### config.mk
export PLATFORM = sky130hd
export DESIGN_NAME = stop_wake_ctrl
export DESIGN_NICKNAME = d
export VERILOG_FILES = /design/src/rtl/swk_pkg.sv /design/src/rtl/swk_sync.sv /design/src/rtl/swk_wake_det.sv /design/src/rtl/swk_warm_timer.sv /design/src/rtl/stop_wake_ctrl.sv
export SDC_FILE = /design/constraint.sdc
export NUM_CORES = 1
export LEC_CHECK = 0
export BUFFER_PORTS_ARGS = -buffer_cell sky130_fd_sc_hd__buf_2
export CORE_AREA = 2 2 91 93
export CTS_CLUSTER_SIZE = 24
export DETAILED_ROUTE_END_ITERATION = 7
export DIE_AREA = 0 0 93 95
export PLACE_DENSITY_LB_ADDON = 0.25
export SKIP_CTS_REPAIR_TIMING = 1
export SYNTH_ARGS = -nofsm -noshare
export SYNTH_HDL_FRONTEND = slang
export SYNTH_SLANG_ARGS = --single-unit
### constraint.sdc
create_clock -name clk -period 7.4 [get_ports clk]
set_clock_uncertainty 0.1 [all_clocks]
set_input_delay 1.48 -clock clk [delete_from_list [all_inputs] [get_ports clk]]
set_output_delay 1.48 -clock clk [all_outputs]
set_load 0.01 [all_outputs]
### src/rtl/swk_pkg.sv
package swk_pkg;

    typedef enum logic [1:0] {
        ST_RUN  = 2'd0,
        ST_STOP = 2'd1,
        ST_WARM = 2'd2
    } swk_state_e;

    typedef enum logic [1:0] {
        RET_NORMAL  = 2'd0,
        RET_SLOW    = 2'd1,
        RET_NORMAL1 = 2'd2
    } swk_ret_e;

    typedef struct packed {
        logic       slow;
        logic [1:0] sel;
        logic       hold;
    } swk_cfg_t;

    // Warm-up length in cycles: sel[1] picks the low exponent,
    // sel[0]=0 multiplies by three.
    function automatic logic [31:0] warm_cycles(
        input logic       slow,
        input logic [1:0] sel,
        input int         nh,
        input int         nl,
        input int         sh,
        input int         sl
    );
        int exp_v;
        if (slow) exp_v = sel[1] ? sl : sh;
        else      exp_v = sel[1] ? nl : nh;
        warm_cycles = (32'd1 << exp_v) * (sel[0] ? 32'd1 : 32'd3);
    endfunction

endpackage

### src/rtl/swk_sync.sv
module swk_sync #(
    parameter int             W       = 1,
    parameter logic [W-1:0]   RST_VAL = '0
) (
    input  logic         clk,
    input  logic         rst,
    input  logic [W-1:0] d,
    output logic [W-1:0] q
);
    logic [W-1:0] meta;

    always_ff @(posedge clk) begin
        if (rst) begin
            meta <= RST_VAL;
            q    <= RST_VAL;
        end else begin
            meta <= d;
            q    <= meta;
        end
    end
endmodule

### src/rtl/swk_wake_det.sv
module swk_wake_det #(
    parameter int KEYS = 4
) (
    input  logic            clk,
    input  logic            rst,
    input  logic            pin_s,
    input  logic [KEYS-1:0] key_s,
    input  logic [KEYS-1:0] key_en,
    input  logic            rel_edge,
    output logic            wake_lvl,
    output logic            pin_rise,
    output logic            edge_mode
);
    logic            pin_prev;
    logic [KEYS-1:0] key_hit;

    for (genvar i = 0; i < KEYS; i++) begin : g_key
        assign key_hit[i] = key_en[i] & ~key_s[i];
    end

    assign wake_lvl = pin_s | (|key_hit);
    assign pin_rise = pin_s & ~pin_prev;

    always_ff @(posedge clk) begin
        if (rst) begin
            pin_prev  <= 1'b0;
            edge_mode <= 1'b0;
        end else begin
            pin_prev <= pin_s;
            if (rel_edge)      edge_mode <= 1'b1;
            else if (pin_rise) edge_mode <= 1'b0;
        end
    end

    // leaving edge style needs a rising edge of the pin
    a_r4_edge_holds: assert property (@(posedge clk) disable iff (rst)
        (edge_mode && !pin_rise) |=> edge_mode);
    // entering edge style is immediate
    a_r4_edge_enter: assert property (@(posedge clk) disable iff (rst)
        rel_edge |=> edge_mode);
endmodule

### src/rtl/swk_warm_timer.sv
module swk_warm_timer #(
    parameter int CW = 18
) (
    input  logic          clk,
    input  logic          rst,
    input  logic          load,
    input  logic [CW-1:0] load_val,
    input  logic          dec,
    output logic          zero
);
    logic [CW-1:0] cnt;

    always_ff @(posedge clk) begin
        if (rst)                   cnt <= '0;
        else if (load)             cnt <= load_val;
        else if (dec && cnt != '0) cnt <= cnt - 1'b1;
    end

    assign zero = (cnt == '0);

    // the count steps down by exactly one per cycle
    a_r5_step_one: assert property (@(posedge clk) disable iff (rst)
        (!load && dec && !zero) |=> (cnt == $past(cnt) - 1'b1));
    // a load takes the programmed value
    a_r5_load: assert property (@(posedge clk) disable iff (rst)
        load |=> (cnt == $past(load_val)));
endmodule

### src/rtl/stop_wake_ctrl.sv
module stop_wake_ctrl
    import swk_pkg::*;
#(
    parameter int KEYS        = 4,
    parameter int NORM_EXP_HI = 16,
    parameter int NORM_EXP_LO = 14,
    parameter int SLOW_EXP_HI = 13,
    parameter int SLOW_EXP_LO = 6
) (
    input  logic            clk,
    input  logic            rst,
    input  logic            stop_req,
    input  logic            stop_pin,
    input  logic [KEYS-1:0] key_n,
    input  logic [KEYS-1:0] key_en,
    input  logic            rel_edge,
    input  logic            ret_slow,
    input  logic [1:0]      wu_sel,
    input  logic            hold_out,
    input  logic            pin_reset,
    output logic            osc_off,
    output logic            warm_busy,
    output logic            done,
    output logic [1:0]      done_mode,
    output logic            port_oe,
    output logic            stoppin_oe
);
    localparam int EMAX = (NORM_EXP_HI > SLOW_EXP_HI) ? NORM_EXP_HI : SLOW_EXP_HI;
    localparam int CW   = EMAX + 2;

    logic            pin_s;
    logic [KEYS-1:0] key_s;
    logic            wake_lvl, pin_rise, edge_mode;

    swk_sync #(.W(1), .RST_VAL(1'b0)) u_pin_sync (
        .clk(clk), .rst(rst), .d(stop_pin), .q(pin_s));

    swk_sync #(.W(KEYS), .RST_VAL({KEYS{1'b1}})) u_key_sync (
        .clk(clk), .rst(rst), .d(key_n), .q(key_s));

    swk_wake_det #(.KEYS(KEYS)) u_det (
        .clk(clk), .rst(rst), .pin_s(pin_s), .key_s(key_s), .key_en(key_en),
        .rel_edge(rel_edge), .wake_lvl(wake_lvl), .pin_rise(pin_rise),
        .edge_mode(edge_mode));

    swk_state_e st_q, st_d;
    swk_ret_e   ret_q, ret_d;
    swk_cfg_t   cfg_q, cfg_d;
    logic       done_q, done_d;

    logic          t_load, t_dec, t_zero;
    logic [CW-1:0] t_val;
    logic [31:0]   len_req, len_cur, len_norm;

    assign len_req  = warm_cycles(ret_slow, wu_sel,
                                  NORM_EXP_HI, NORM_EXP_LO, SLOW_EXP_HI, SLOW_EXP_LO);
    assign len_cur  = warm_cycles(cfg_q.slow, cfg_q.sel,
                                  NORM_EXP_HI, NORM_EXP_LO, SLOW_EXP_HI, SLOW_EXP_LO);
    assign len_norm = warm_cycles(1'b0, cfg_q.sel,
                                  NORM_EXP_HI, NORM_EXP_LO, SLOW_EXP_HI, SLOW_EXP_LO);

    logic [31:0] req_m1, cur_m1, norm_m1;
    assign req_m1  = len_req  - 32'd1;
    assign cur_m1  = len_cur  - 32'd1;
    assign norm_m1 = len_norm - 32'd1;

    always_comb begin
        st_d   = st_q;
        ret_d  = ret_q;
        cfg_d  = cfg_q;
        done_d = 1'b0;
        t_load = 1'b0;
        t_dec  = 1'b0;
        t_val  = '0;
        unique case (st_q)
            ST_RUN: begin
                if (stop_req) begin
                    cfg_d.slow = ret_slow;
                    cfg_d.sel  = wu_sel;
                    cfg_d.hold = hold_out;
                    ret_d      = ret_slow ? RET_SLOW : RET_NORMAL;
                    if (!edge_mode && wake_lvl) begin
                        st_d   = ST_WARM;
                        t_load = 1'b1;
                        t_val  = req_m1[CW-1:0];
                    end else begin
                        st_d   = ST_STOP;
                    end
                end
            end
            ST_STOP: begin
                if (pin_reset) begin
                    st_d   = ST_WARM;
                    ret_d  = RET_NORMAL1;
                    t_load = 1'b1;
                    t_val  = norm_m1[CW-1:0];
                end else if (edge_mode ? pin_rise : wake_lvl) begin
                    st_d   = ST_WARM;
                    t_load = 1'b1;
                    t_val  = cur_m1[CW-1:0];
                end
            end
            ST_WARM: begin
                if (pin_reset) begin
                    ret_d  = RET_NORMAL1;
                    t_load = 1'b1;
                    t_val  = norm_m1[CW-1:0];
                end else if (t_zero) begin
                    st_d   = ST_RUN;
                    done_d = 1'b1;
                end else begin
                    t_dec  = 1'b1;
                end
            end
            default: st_d = ST_RUN;
        endcase
    end

    swk_warm_timer #(.CW(CW)) u_timer (
        .clk(clk), .rst(rst), .load(t_load), .load_val(t_val),
        .dec(t_dec), .zero(t_zero));

    always_ff @(posedge clk) begin
        if (rst) begin
            st_q   <= ST_RUN;
            ret_q  <= RET_NORMAL;
            cfg_q  <= '0;
            done_q <= 1'b0;
        end else begin
            st_q   <= st_d;
            ret_q  <= ret_d;
            cfg_q  <= cfg_d;
            done_q <= done_d;
        end
    end

    assign osc_off    = (st_q == ST_STOP);
    assign warm_busy  = (st_q == ST_WARM);
    assign done       = done_q;
    assign done_mode  = ret_q;
    assign stoppin_oe = (st_q != ST_STOP);
    assign port_oe    = (st_q != ST_STOP) | cfg_q.hold;

    // a level-style wake condition in stop moves on to warm-up
    a_r1_level_release: assert property (@(posedge clk) disable iff (rst)
        (st_q == ST_STOP && !edge_mode && wake_lvl) |=> (st_q == ST_WARM));
    // a request made while a wake condition holds skips stop
    a_r2_skip_stop: assert property (@(posedge clk) disable iff (rst)
        (st_q == ST_RUN && stop_req && !edge_mode && wake_lvl) |=> (st_q == ST_WARM));
    // in edge style only a pin rise or reset ends stop
    a_r3_edge_stays: assert property (@(posedge clk) disable iff (rst)
        (st_q == ST_STOP && edge_mode && !pin_rise && !pin_reset) |=> (st_q == ST_STOP));
    // warm-up never falls back into stop
    a_r9_no_reentry: assert property (@(posedge clk) disable iff (rst)
        (st_q == ST_WARM) |=> (st_q != ST_STOP));
    // done only follows a warm-up cycle
    a_r7_done_after_warm: assert property (@(posedge clk) disable iff (rst)
        done |-> ($past(st_q) == ST_WARM));
    // an external reset in stop or warm-up gives a normal-1 warm-up
    a_r8_reset_restart: assert property (@(posedge clk) disable iff (rst)
        ((st_q != ST_RUN) && pin_reset) |=> (st_q == ST_WARM && ret_q == RET_NORMAL1));
    // the output-hold choice is stable through stop
    a_r10_hold_stable: assert property (@(posedge clk) disable iff (rst)
        (st_q == ST_STOP && $past(st_q) == ST_STOP) |-> $stable(port_oe));
endmodule

### Yosys cells after proc, flatten, opt, wreduce, memory -nomap -nowiden

Cells that the tools add are included.

* register bits: 39
* bits of input ports: 18
* output and inout port bits: 7
* logic and storage cells: 99

* add/subtract/negate cells: 4
* $mul: 3
* equality and inequality tests: 8
* shift-type cells: 3
* mux-type cells: 40
* bitwise logic cells: 13
* reductions and logical operators: 15

Operators by type and width (number)
* $mux 18: 7
* $mul 32x2->18: 3
* $sub 18x1->18 const B: 4
* $shl 1x32->32 const A: 2
* $pmux 18 s3: 1
* $shl 1x5->32 const A: 1
* $mux 2: 10
* $mux 5: 4
* $logic_not 18->1: 1
* $reduce_bool 18->1: 1
* $mux 1: 13
* $mux 4: 2
* $ne 2x1->1 const B: 3
* $not 1->1: 6
* $pmux 2 s3: 1
* $reduce_bool 2->1: 3
* $and 1x1->1: 5
* $ne 2x2->1 const B: 2
* $pmux 2 s2: 1
* $reduce_and 4->1: 1
* $reduce_or 4->1: 1
* $ne 3x2->1 const B: 1
* $pmux 1 s3: 1
* $reduce_and 3->1: 1
* other kinds (9): 11

### Longest topological paths before layout

Gate-level depths: netlist (run 1).

* depth in word-level cells: 9
* gate-level depth with buffers: 18
* depth with buffers taken out: 16

### By module

Synthesis (run 1) repeated with hierarchy kept, for this count alone.

* cells, all modules: 548
* area total of the unflattened synthesis: 4169.0 um^2

Modules (own cells, without submodules)
* stop_wake_ctrl: instances 1, cells each 385, area each 2747.6 um^2, sequential area each 180.2 um^2
* swk_warm_timer: instances 1, cells each 129, area each 1059.8 um^2, sequential area each 360.3 um^2
* swk_sync at u_key_sync: instances 1, cells each 16, area each 210.2 um^2, sequential area each 160.2 um^2
* swk_wake_det: instances 1, cells each 14, area each 98.8 um^2, sequential area each 40.0 um^2
* swk_sync at u_pin_sync: instances 1, cells each 4, area each 52.6 um^2, sequential area each 40.0 um^2

### Least setup slack after synthesis (run 1)

Ideal clock, no wire load.

* path kind: input -> register
* start point: input port wu_sel[1]
* end point: register u_timer.cnt[15]
* setup time: 0.095 ns
* arrival time: 4.147 ns
* data required time: 7.205 ns
* slack: 3.058 ns
* stages on the path: 15
* buffers on the path: 0
* path through: inv_1 -> ha_1 -> nand2b_1 -> inv_1 -> nand2b_1 -> ha_1 -> inv_1 -> ha_1 -> inv_1 -> fa_1 -> or3b_2 -> o311ai_0 -> and3_1 -> o21ai_0 -> a221oi_1

* word-level cells in the longest chain between the ends: 9
* elaborated cells on any way between the ends: 10
* those cells by class: 1 x add/sub; 1 x mul; 1 x shift; 7 x mux

RTL lines
* start, declared: line stop_wake_ctrl.sv:18 `input logic [1:0] wu_sel,`
* $mux 4 / $mux 5 (equally long branches): line swk_pkg.sv:32, swk_pkg.sv:33
* $mux 5 (*): line swk_pkg.sv:32 `if (slow) exp_v = sel[1] ? sl : sh;`
* $shl 1x32->32 (*): line swk_pkg.sv:34 `warm_cycles = (32'd1 << exp_v) * (sel[0] ? 32'd1 : 32'd3);`
* $mul 32x2->18 (*): line swk_pkg.sv:34
* $sub 18x1->18 (*): line stop_wake_ctrl.sv:63 `assign req_m1 = len_req - 32'd1;`
* $mux 18 (*): line stop_wake_ctrl.sv:82 `if (!edge_mode && wake_lvl) begin`
* $mux 18 (*): line stop_wake_ctrl.sv:77 `if (stop_req) begin`
* $pmux 18 s3 (*): line stop_wake_ctrl.sv:75 `unique case (st_q)`
* $mux 18 (*): line swk_warm_timer.sv:15 `else if (load) cnt <= load_val;`
* end signal, assigned: line swk_warm_timer.sv:15
* end signal, assigned: line swk_warm_timer.sv:16 `else if (dec && cnt != '0) cnt <= cnt - 1'b1;`
* end, declared: line swk_warm_timer.sv:11 `logic [CW-1:0] cnt;`

Every way passes the cells marked *; elsewhere a longest branch is shown, timed or not.
A chain may end at the register's enable or synchronous reset.

### Worst setup path in the final report (run 1)

* start point: register cfg_q[2] in the netlist's numbering
* end point: register u_timer.cnt[15]

* word-level cells in the longest chain between the ends: 9
* elaborated cells on any way between the ends: 14
* those cells by class: 2 x add/sub; 2 x mul; 2 x shift; 8 x mux

RTL lines
* start, declared: line stop_wake_ctrl.sv:48 `swk_cfg_t cfg_q, cfg_d;`
* start signal, assigned: line stop_wake_ctrl.sv:132 `cfg_q <= cfg_d;`
* $mux 4 / $mux 5 (equally long branches): line swk_pkg.sv:32, swk_pkg.sv:33
* $mux 5: line swk_pkg.sv:32
* $shl 1x32->32: line swk_pkg.sv:34
* $mul 32x2->18: line swk_pkg.sv:34
* $sub 18x1->18: line stop_wake_ctrl.sv:64 `assign cur_m1 = len_cur - 32'd1;`
* $mux 18: line stop_wake_ctrl.sv:97 `end else if (edge_mode ? pin_rise : wake_lvl) begin`
* $mux 18: line stop_wake_ctrl.sv:92 `if (pin_reset) begin`
* $pmux 18 s3 (*): line stop_wake_ctrl.sv:75
* $mux 18 (*): line swk_warm_timer.sv:15

Marks and branches as above.

==> qor.yml, run 1 <==
worstPathArrival_ns: 4.63
die_area_um2: 8840
cts_max_path_buffers: 2
ys_warn_count: 0
timing.fmax_mhz: 218
gp_congestion: 0.937
cts_root_buf: "clkbuf_8"
ir_drop_v: 0.000252
period_share_pct: 62.0
crit_path_end_kind: "flip-flop"
area_growth_pct: 8.22
drc: 0
r2r.worst_path.cells: 16
grt_max_degree: 43
worstReg2RegEnd: "u_timer.cnt[15]$_SDFFE_PP0P_"
whs_ns: 0.314
grt_usage_pct: 24.2
antenna_cells: 0
clock_sinks: 39
path_buf_inv: 3
setup-violations-final: 0
status: "complete, no violations"
crit_fanout: 13
period_minus_slack_ns: 4.59
r2r-start: "cfg_q[2]$_SDFFE_PP0P_"
slowest_delay_ns: 0.69
dr.pass1.iters: 5
initial_core_util_pct: 52.8
slowest_stage: "dfxtp_1"
finalSetupTns_ns: 0
fill_cells: 796
overflow: 0
via_per_inst: 5.99
rows: 33
hold_start: "u_key_sync.meta[2]$_SDFF_PP1_"
mostFrequentLayoutCells: "79 x inv_1, 73 x ha_1, 43 x nor2_1"
drv_cap: 0
hpwl_um: 8180
netlist_area_um2: 4190
nets: 674
worst_path_dominant_cell_family: "simple AND/OR/NAND/NOR gates"
ys_ff_latch: 39
critPathRequiredTime_ns: 7.44
pin_count: 25
routed_wl_um: 10700
synth.distinct_cells: 58
synth-main-ff-cell: "dfxtp_1"
worst_pin_slew_ns: 1.08
r2r_setup_slack_ns: 2.81
die_h_um: 95
cts_tree: "built"
grt_setup_unrepaired: "no"
critical_path_class: "reg2reg"
grt_pass1_wl_um: 17400
min_to: "u_key_sync.q[2]$_SDFF_PP1_"
drv_slew: 0
vias: 4114
multi_input_area_um2: 3080
drive_above_1_share_pct: 8.76
clock_latency_ns: 0.30
synthCells: 557
crit_start: "cfg_q[2]$_SDFFE_PP0P_"
regArea_um2: 781
antenna_found_initial: 0
cts_buffers: 5
crit_chain: "inv_1 -> ha_1 -> nand2b_1 -> nor2_1 -> inv_1 -> nor2_1 -> nand3_1 -> ha_1 -> inv_1 -> ha_1 -> or3b_2 -> a211oi_1 -> o221ai_1 -> xor2_1 -> a211oi_1 -> a221oi_1"
seq_area_frac_synth_pct: 18.6
grt_pass1_vias: 3700
final_common_cell: "inv_1"
start_kind: "flip-flop"
core_um2: 7930
die_w_um: 93
hold_class: "reg2reg"
postSynthAreaPerCell_um2: 7.52
power_density_nw_per_um2: 313
hold_depth: 1
async_reset_ff_share_pct: 0
drt_iter0_drc: 286
p_leak_nw: 2.03
cts.clk_slew.worst_paths_ns: 0.09
max-slew-margin-rel_pct: 26.7
post_drt_wl_per_cell_um: 15.5
cts-htree-levels: 2
io_buffers: 24
synth_edf_count: 0
detail-route-antenna-nets: 0
hold_violations: 0
## final cells by class
type,instances,area share [%]
clock buffers,5,1.52
clock inverters,3,1.05
inverters,79,6.54
multi-input cells,431,67.9
flip-flops and latches,39,17.2
well taps,105,2.90
repair buffers,25,2.82
## worst max-delay path by stage
stage	end	slack (ns)	cells past startpoint
2_1_floorplan	u_timer.cnt[15]$_SDFFE_PP0P_	3.06	15
3_3_place_gp	u_timer.cnt[15]$_SDFFE_PP0P_	2.67	16
3_5_place_dp	u_timer.cnt[15]$_SDFFE_PP0P_	2.59	16
4_1_cts	u_timer.cnt[15]$_SDFFE_PP0P_	2.83	16
5_1_grt	u_timer.cnt[15]$_SDFFE_PP0P_	2.35	16
6_report	u_timer.cnt[15]$_SDFFE_PP0P_	2.81	16
## metal layers
metal	GRT usage (%)	vias up	wire length, um	part of all wire [%]
li1	-	2003	-	-
met2	41.6	162	5020	47
met3	3.67	28	676	6.3
met1	32.1	1921	4710	44
met4	5.88	0	246	2.3
met5	0	-	0	0
## cells in the mapped netlist (3+ instances only)
| cell type | number | share of area, % |
|---|---|---|
| inv_1 | 79 | 7.1 |
| ha_1 | 73 | 22 |
| nor2_1 | 43 | 3.9 |
| a21oi_1 | 40 | 4.8 |
| dfxtp_1 | 39 | 19 |
| nand2_1 | 37 | 3.3 |
| nand2b_1 | 21 | 3.1 |
| nand3_1 | 19 | 2.3 |
| clkbuf_1 | 18 | 1.6 |
| a211oi_1 | 16 | 2.9 |
| o21ai_0 | 16 | 1.9 |
| xor2_1 | 14 | 2.9 |
| nor3_1 | 12 | 1.4 |
| a221oi_1 | 11 | 2.3 |
| xnor2_1 | 10 | 2.1 |
| or2_2 | 9 | 1.3 |
| nand4_1 | 8 | 1.2 |
| a21o_1 | 6 | 1.1 |
| a31oi_1 | 6 | 0.90 |
| nor4_1 | 6 | 0.90 |
| nor2b_1 | 5 | 0.75 |
| or3_1 | 4 | 0.60 |
| or4_1 | 4 | 0.72 |
| a2111oi_0 | 3 | 0.63 |
| a211o_1 | 3 | 0.63 |
| and2_1 | 3 | 0.45 |
| and3_1 | 3 | 0.45 |
| o21a_1 | 3 | 0.54 |
| o22ai_1 | 3 | 0.45 |
| o311ai_0 | 3 | 0.63 |
| o31ai_1 | 3 | 0.54 |
## worst register-to-register path: cells and delay by family, from the launching register on
kind                     cells  cell delay, ns
adder cells (fa/ha/maj)      3            0.95
XOR/XNOR                     1            0.19
flip-flops                   1            0.69
buffers and inverters        3            0.44
AO/OA/AOI/OAI                4            0.78
AND/OR/NAND/NOR              5            1.31
## state kept, by name, summed over array words and instances, names as in the netlist
signal	count
cfg_q	4
done	1
done_mode	2
st_q	2
u_det.edge_mode	1
u_det.pin_prev	1
u_key_sync.meta	4
u_key_sync.q	4
u_pin_sync.meta	1
u_pin_sync.q	1
u_timer.cnt	18
## report_power, final
group | switching [W] | total [W] | internal [W] | leakage, nW
clock network | 0.0000851 | 0.000187 | 0.000102 | 0.0587
logic | 0.000553 | 0.000894 | 0.000341 | 1.65
registers | 0.0000697 | 0.000337 | 0.000267 | 0.321
total | 0.000708 | 0.00142 | 0.000711 | 2.03
## cells by family after synthesis
| logic type | share of synthesized area, % |
|---|---|
| simple gates | 23.5 |
| xor+xnor | 5.02 |
| other cells | 0.0895 |
| flops | 18.6 |
| fa+ha+maj | 22.8 |
| compound gates | 21.1 |
| buf+inv | 8.81 |
## metrics by stage
step	setup slack, ns	instances	cell area (um^2)	total power, W	utilization, %
finish	2.81	687	4530	0.00142	57.2
global route	2.35	687	4530	0.00152	57.2
CTS	2.83	687	4530	0.00139	57.2
detailed placement	2.59	679	4420	0.00120	55.7
global placement	2.67	679	4420	0.00118	55.7
floorplan	3.06	568	4230	0.000987	-
(Power assumes the default switching activity.)
==> run 2, diff against run 1 <==
Settings changed: ABC_AREA from default to 1, CORE_AREA 2 2 91 93 to 2 2 93 95, DIE_AREA 0 0 93 95 to 0 0 95 97.
Clock period 7.4 ns to 4.6 ns, I/O delays scaled along.
==> qor.yml, run 2 <==
crit_chain: "inv_1 -> ha_1 -> inv_1 -> nor2_1 -> nand2_1 -> ha_1 -> inv_1 -> ha_1 -> inv_1 -> fa_1 -> inv_1 -> nand3_1 -> nand3_1 -> xnor2_1 -> nand2_1 -> nand3_1 -> nand3_1 -> nand2_1 -> nand2_1 -> nor2_1 -> nor2_1"
die_w_um: 95
overflow: 0
r2r_setup_slack_ns: 0.92
cts_max_path_buffers: 2
drc: 0
via_per_inst: 5.16
p_leak_nw: 2.59
worstReg2RegEnd: "u_timer.cnt[5]$_SDFFE_PP0P_"
worst_pin_slew_ns: 0.802
power_density_nw_per_um2: 509
drt_iter0_drc: 240
final_common_cell: "nand2_1"
synth_edf_count: 0
hold_violations: 0
pin_count: 25
power.total_w: 0.00241
die_h_um: 97
synth.largest_area_cell: "ha_1"
nets: 825
ys_ff_latch: 39
drv_cap: 0
postSynthAreaPerCell_um2: 6.26
max-slew-margin-rel_pct: 46.5
area_growth_pct: 7.00
seq_area_frac_synth_pct: 17.6
period_share_pct: 79.9
clock_sinks: 39
path_buf_inv: 5
cts_buffers: 5
gp_congestion: 0.962
cts_tree: "built"
timing.fmax_mhz: 272
grt_pass1_wl_um: 18100
vias: 4321
largest_register: "u_timer.cnt"
largest_reg_flops: 18
drv_slew: 0
clock_latency_ns: 0.31
ys_warn_count: 0
status: "complete, no violations"
critPathRequiredTime_ns: 4.70
netlist_area_um2: 4430
io_buffers: 24
ir_drop_v: 0.000292
grt_pass1_vias: 4295
grt_usage_pct: 23.6
critical_path_class: "reg2reg"
hold_class: "reg2reg"
post_drt_wl_per_cell_um: 12.0
die_area_um2: 9220
hold_depth: 2
async_reset_ff_share_pct: 0
crit_fanout: 12
grt_setup_unrepaired: "no"
routed_wl_um: 10100
hpwl_um: 7930
r2r-start: "cfg_q[2]$_SDFFE_PP0P_"
r2r.worst_path.cells: 21
start_kind: "flip-flop"
antenna_found_initial: 0
grt_max_degree: 27
synth-main-ff-cell: "dfxtp_1"
mostFrequentLayoutCells: "163 x nand2_1, 123 x inv_1, 81 x nor2_1"
synthTopCellsByArea: "ha_1 21%, dfxtp_1 18%, nand2_1 14%, inv_1 10%, nor2_1 6.9%"
crit_path_end_kind: "flip-flop"
cts.clk_slew.worst_paths_ns: 0.09
slowest_delay_ns: 0.46
finalSetupTns_ns: 0
initial_core_util_pct: 54.5
worst_path_dominant_cell_family: "adder cells"
synth_top_area_share_pct: 20.6
setup-violations-final: 0
rows: 33
synth_common_cells: "163 x nand2_1, 123 x inv_1, 81 x nor2_1"
final_area_um2: 4740
cp_common_cell: "inv_1"
core_um2: 8130
place_area_um2: 4630
period_minus_slack_ns: 3.68
synth.distinct_cells: 37
detail-route-antenna-nets: 0
cts_root_buf: "clkbuf_8"
worstPathArrival_ns: 3.78
hold_start: "u_pin_sync.meta$_SDFF_PP0_"
drive_above_1_share_pct: 9.00
antenna_cells: 0
yosysMostFrequentCell: "nand2_1"
dr.pass1.iters: 5
synthCells: 708
cts-htree-levels: 2
slowest_stage: "ha_1"
min_to: "u_pin_sync.q$_SDFF_PP0_"
-- run 2: cells by family after synthesis --
family | count (synthesis) | share of synthesized area (%)
compound gates | 74 | 8.75
xor+xnor | 21 | 4.15
fa+ha+maj | 75 | 21.5
buf+inv | 150 | 13.5
flops | 39 | 17.6
other cells | 1 | 0.0846
simple gates | 348 | 34.4
-- run 2: area by class of cell --
cell class                      instances  area, um^2
Clock buffer                            5        68.8
Clock inverter                          3        46.3
Fill cell                             811        3390
Inverter                              131         493
Multi-Input combinational cell        530        3090
Sequential cell                        39         781
Tap cell                              105         131
Timing Repair Buffer                   25         128
-- run 2: tightest hold or removal path: cells and delay by family, from the launching register on --
family / cells / cell delay [ns]
buffers and inverters: 1 / 0.04
flip-flops: 1 / 0.31
AND/OR/NAND/NOR: 1 / 0.03
-- run 2: worst max-delay path by stage --
stage                           from                           end  depth (start not counted)
6_report       cfg_q[2]$_SDFFE_PP0P_   u_timer.cnt[5]$_SDFFE_PP0P_                         21
5_1_grt        cfg_q[2]$_SDFFE_PP0P_  u_timer.cnt[15]$_SDFFE_PP0P_                         23
4_1_cts        cfg_q[2]$_SDFFE_PP0P_   u_timer.cnt[5]$_SDFFE_PP0P_                         21
3_5_place_dp                ret_slow   u_timer.cnt[5]$_SDFFE_PP0P_                         22
3_3_place_gp               wu_sel[1]  u_timer.cnt[15]$_SDFFE_PP0P_                         24
2_1_floorplan              wu_sel[1]  u_timer.cnt[15]$_SDFFE_PP0P_                         23
-- run 2: report_power, final --
group	total [W]	switching [W]	internal, W
Clock	0.000310	0.000146	0.000164
Sequential	0.000503	0.0000762	0.000427
Combinational	0.00160	0.00101	0.000589
Total	0.00241	0.00123	0.00118
-- run 2: metrics by stage --
step                setup WS, ns  instances  utilization [%]  hold slack [ns]
floorplan                   1.31        719                -            0.288
global placement           0.968        830             56.9            0.291
detailed placement         0.815        830             56.9            0.292
CTS                        0.939        838             58.3            0.310
global route               0.562        838             58.3            0.336
finish                     0.924        838             58.3            0.309
-- run 2: per-layer routing --
| metal | track usage (%) | vias up | wire length [um] |
|---|---|---|---|
| met1 | 30.0 | 1954 | 4580 |
| met3 | 3.58 | 17 | 477 |
| met5 | 0 | - | 0 |
| li1 | - | 2250 | - |
| met2 | 41.1 | 100 | 4870 |
| met4 | 5.91 | 0 | 138 |
==> run 3, diff against run 2 <==
Settings changed: ABC_AREA 1 to 0, CORE_AREA 2 2 93 95 to 2 2 91 93, DIE_AREA 0 0 95 97 to 0 0 93 95.
Clock period 4.6 ns to 3.4 ns, I/O delays scaled along.
==> qor.yml, run 3 (synthesis gave the netlist of run 1 again) <==
regArea_um2: 786
drt_iter0_drc: 341
period_minus_slack_ns: 3.35
die_w_um: 93
cts_buffers: 5
clock_sinks: 39
r2r-start: "cfg_q[2]$_SDFFE_PP0P_"
worst_pin_slew_ns: 1.27
mostFrequentLayoutCells: "68 x inv_1, 62 x ha_1, 57 x buf_4"
gp_congestion: 0.939
cts-htree-levels: 2
critical_path_class: "in2reg"
max-slew-margin-rel_pct: 13.9
status: "complete, no violations"
crit_fanout: 5
cts_tree: "built"
pin_count: 25
final-instance-count-excl-fill: 746
cts_max_path_buffers: 2
slowest_stage: "or4_4"
multi_input_area_um2: 3420
rows: 33
nets: 733
initial_core_util_pct: 52.8
place_area_um2: 4890
worstReg2RegEnd: "u_timer.cnt[15]$_SDFFE_PP0P_"
io_buffers: 24
worstPathArrival_ns: 3.39
hpwl_um: 9180
power.total_w: 0.00349
antenna_found_initial: 0
period_share_pct: 98.5
cts_root_buf: "clkbuf_8"
r2r.worst_path.cells: 17
drc: 0
crit_chain: "buf_2 -> clkinvlp_4 -> ha_4 -> inv_2 -> or4_1 -> ha_1 -> inv_2 -> ha_4 -> o31ai_2 -> o311ai_1 -> or4_4 -> a31oi_4 -> a221oi_2"
largest_register: "u_timer.cnt"
r2r_setup_slack_ns: 0.13
hold_depth: 1
grt_pass1_vias: 4003
grt_max_degree: 43
core_um2: 7930
drv_cap: 0
die_h_um: 95
crit_path_end_kind: "flip-flop"
power_density_nw_per_um2: 654
detail-route-antenna-nets: 0
cts.clk_slew.worst_paths_ns: 0.09
slowest_delay_ns: 0.53
antenna_cells: 0
timing.fmax_mhz: 299
routed_wl_um: 12100
placedCellCount: 731
via_per_inst: 5.79
final_common_cell: "inv_1"
clock_latency_ns: 0.31
hold_violations: 0
post_drt_wl_per_cell_um: 16.2
fill_cells: 725
vias: 4316
overflow: 0
critPathRequiredTime_ns: 3.44
crit_start: "wu_sel[1]"
dr.pass1.iters: 5
area_growth_pct: 27.5
crit_end: "u_timer.cnt[16]$_SDFFE_PP0P_"
largest_reg_flops: 18
p_leak_nw: 2.37
grt_setup_unrepaired: "yes"
grt_usage_pct: 26.6
setup-violations-final: 0
start_kind: "primary input"
final_area_um2: 5340
grt_pass1_wl_um: 18700
ir_drop_v: 0.000653
drive_above_1_share_pct: 25.9
drv_slew: 0
hold_class: "reg2reg"
die_area_um2: 8840
[run 3: cell count changes in the layout (fill, tap and decap cells not counted), sizes merged, moves of 14 or more]
| cell | before | now |
|---|---|---|
| nand3 | 62 | 19 |
| o21ai | 39 | 16 |
| inv | 130 | 79 |
| a21oi | 27 | 41 |
| nand2b | 0 | 21 |
| nor2 | 84 | 43 |
| a211oi | 0 | 16 |
| nand2 | 170 | 37 |
| buf | 25 | 84 |
[run 3: area by class of cell]
| class | count | share of cell area [%] |
|---|---|---|
| well taps | 105 | 2.46 |
| clock inverters | 3 | 0.891 |
| multi-input cells | 431 | 64.0 |
| repair buffers | 84 | 10.9 |
| inverters | 79 | 5.72 |
| clock buffers | 5 | 1.29 |
| flip-flops and latches | 39 | 14.7 |
[run 3: per-stage QoR]
step                      worst slack [ns]   TNS, ns  hold WS [ns]  utilization (%)
after floorplan                   -0.00151  -0.00151         0.289                -
after global placement              -0.256     -1.02         0.292             61.6
after detailed placement            -0.365     -1.54         0.295             61.6
after CTS                           -0.216    -0.551         0.316             63.1
after global routing               -0.0328   -0.0759         0.332             67.3
final                               0.0505         0         0.315             67.3
[run 3: layer usage]
layer  vias up  GRT usage, %  share of wire (%)
li1       2118             -                  -
met1      1982          33.6                 42
met2       183          46.7                 48
met3        31          4.47                6.6
met4         2          7.35                2.3
met5         -             0               0.18
[run 3: worst min path at each step]
stage | from | to
final | u_key_sync.meta[1]$_SDFF_PP1_ | u_key_sync.q[1]$_SDFF_PP1_
after global placement | u_key_sync.meta[2]$_SDFF_PP1_ | u_key_sync.q[2]$_SDFF_PP1_
after floorplan | u_key_sync.meta[0]$_SDFF_PP1_ | u_key_sync.q[0]$_SDFF_PP1_
after detailed placement | u_key_sync.meta[3]$_SDFF_PP1_ | u_key_sync.q[3]$_SDFF_PP1_
after global routing | u_key_sync.meta[3]$_SDFF_PP1_ | u_key_sync.q[3]$_SDFF_PP1_
after CTS | u_key_sync.meta[3]$_SDFF_PP1_ | u_key_sync.q[3]$_SDFF_PP1_
[run 3: critical path: cells and delay by family]
| kind | cells | cell delay [ns] |
|---|---|---|
| fa+ha+maj | 3 | 0.83 |
| buf+inv | 4 | 0.37 |
| compound gates | 4 | 0.49 |
| simple gates | 2 | 1.03 |
[run 3: power by group]
group / total (W) / internal [W] / switching [W]
Combinational: 0.00235 / 0.000990 / 0.00136
Clock: 0.000417 / 0.000223 / 0.000194
Sequential: 0.000717 / 0.000583 / 0.000134
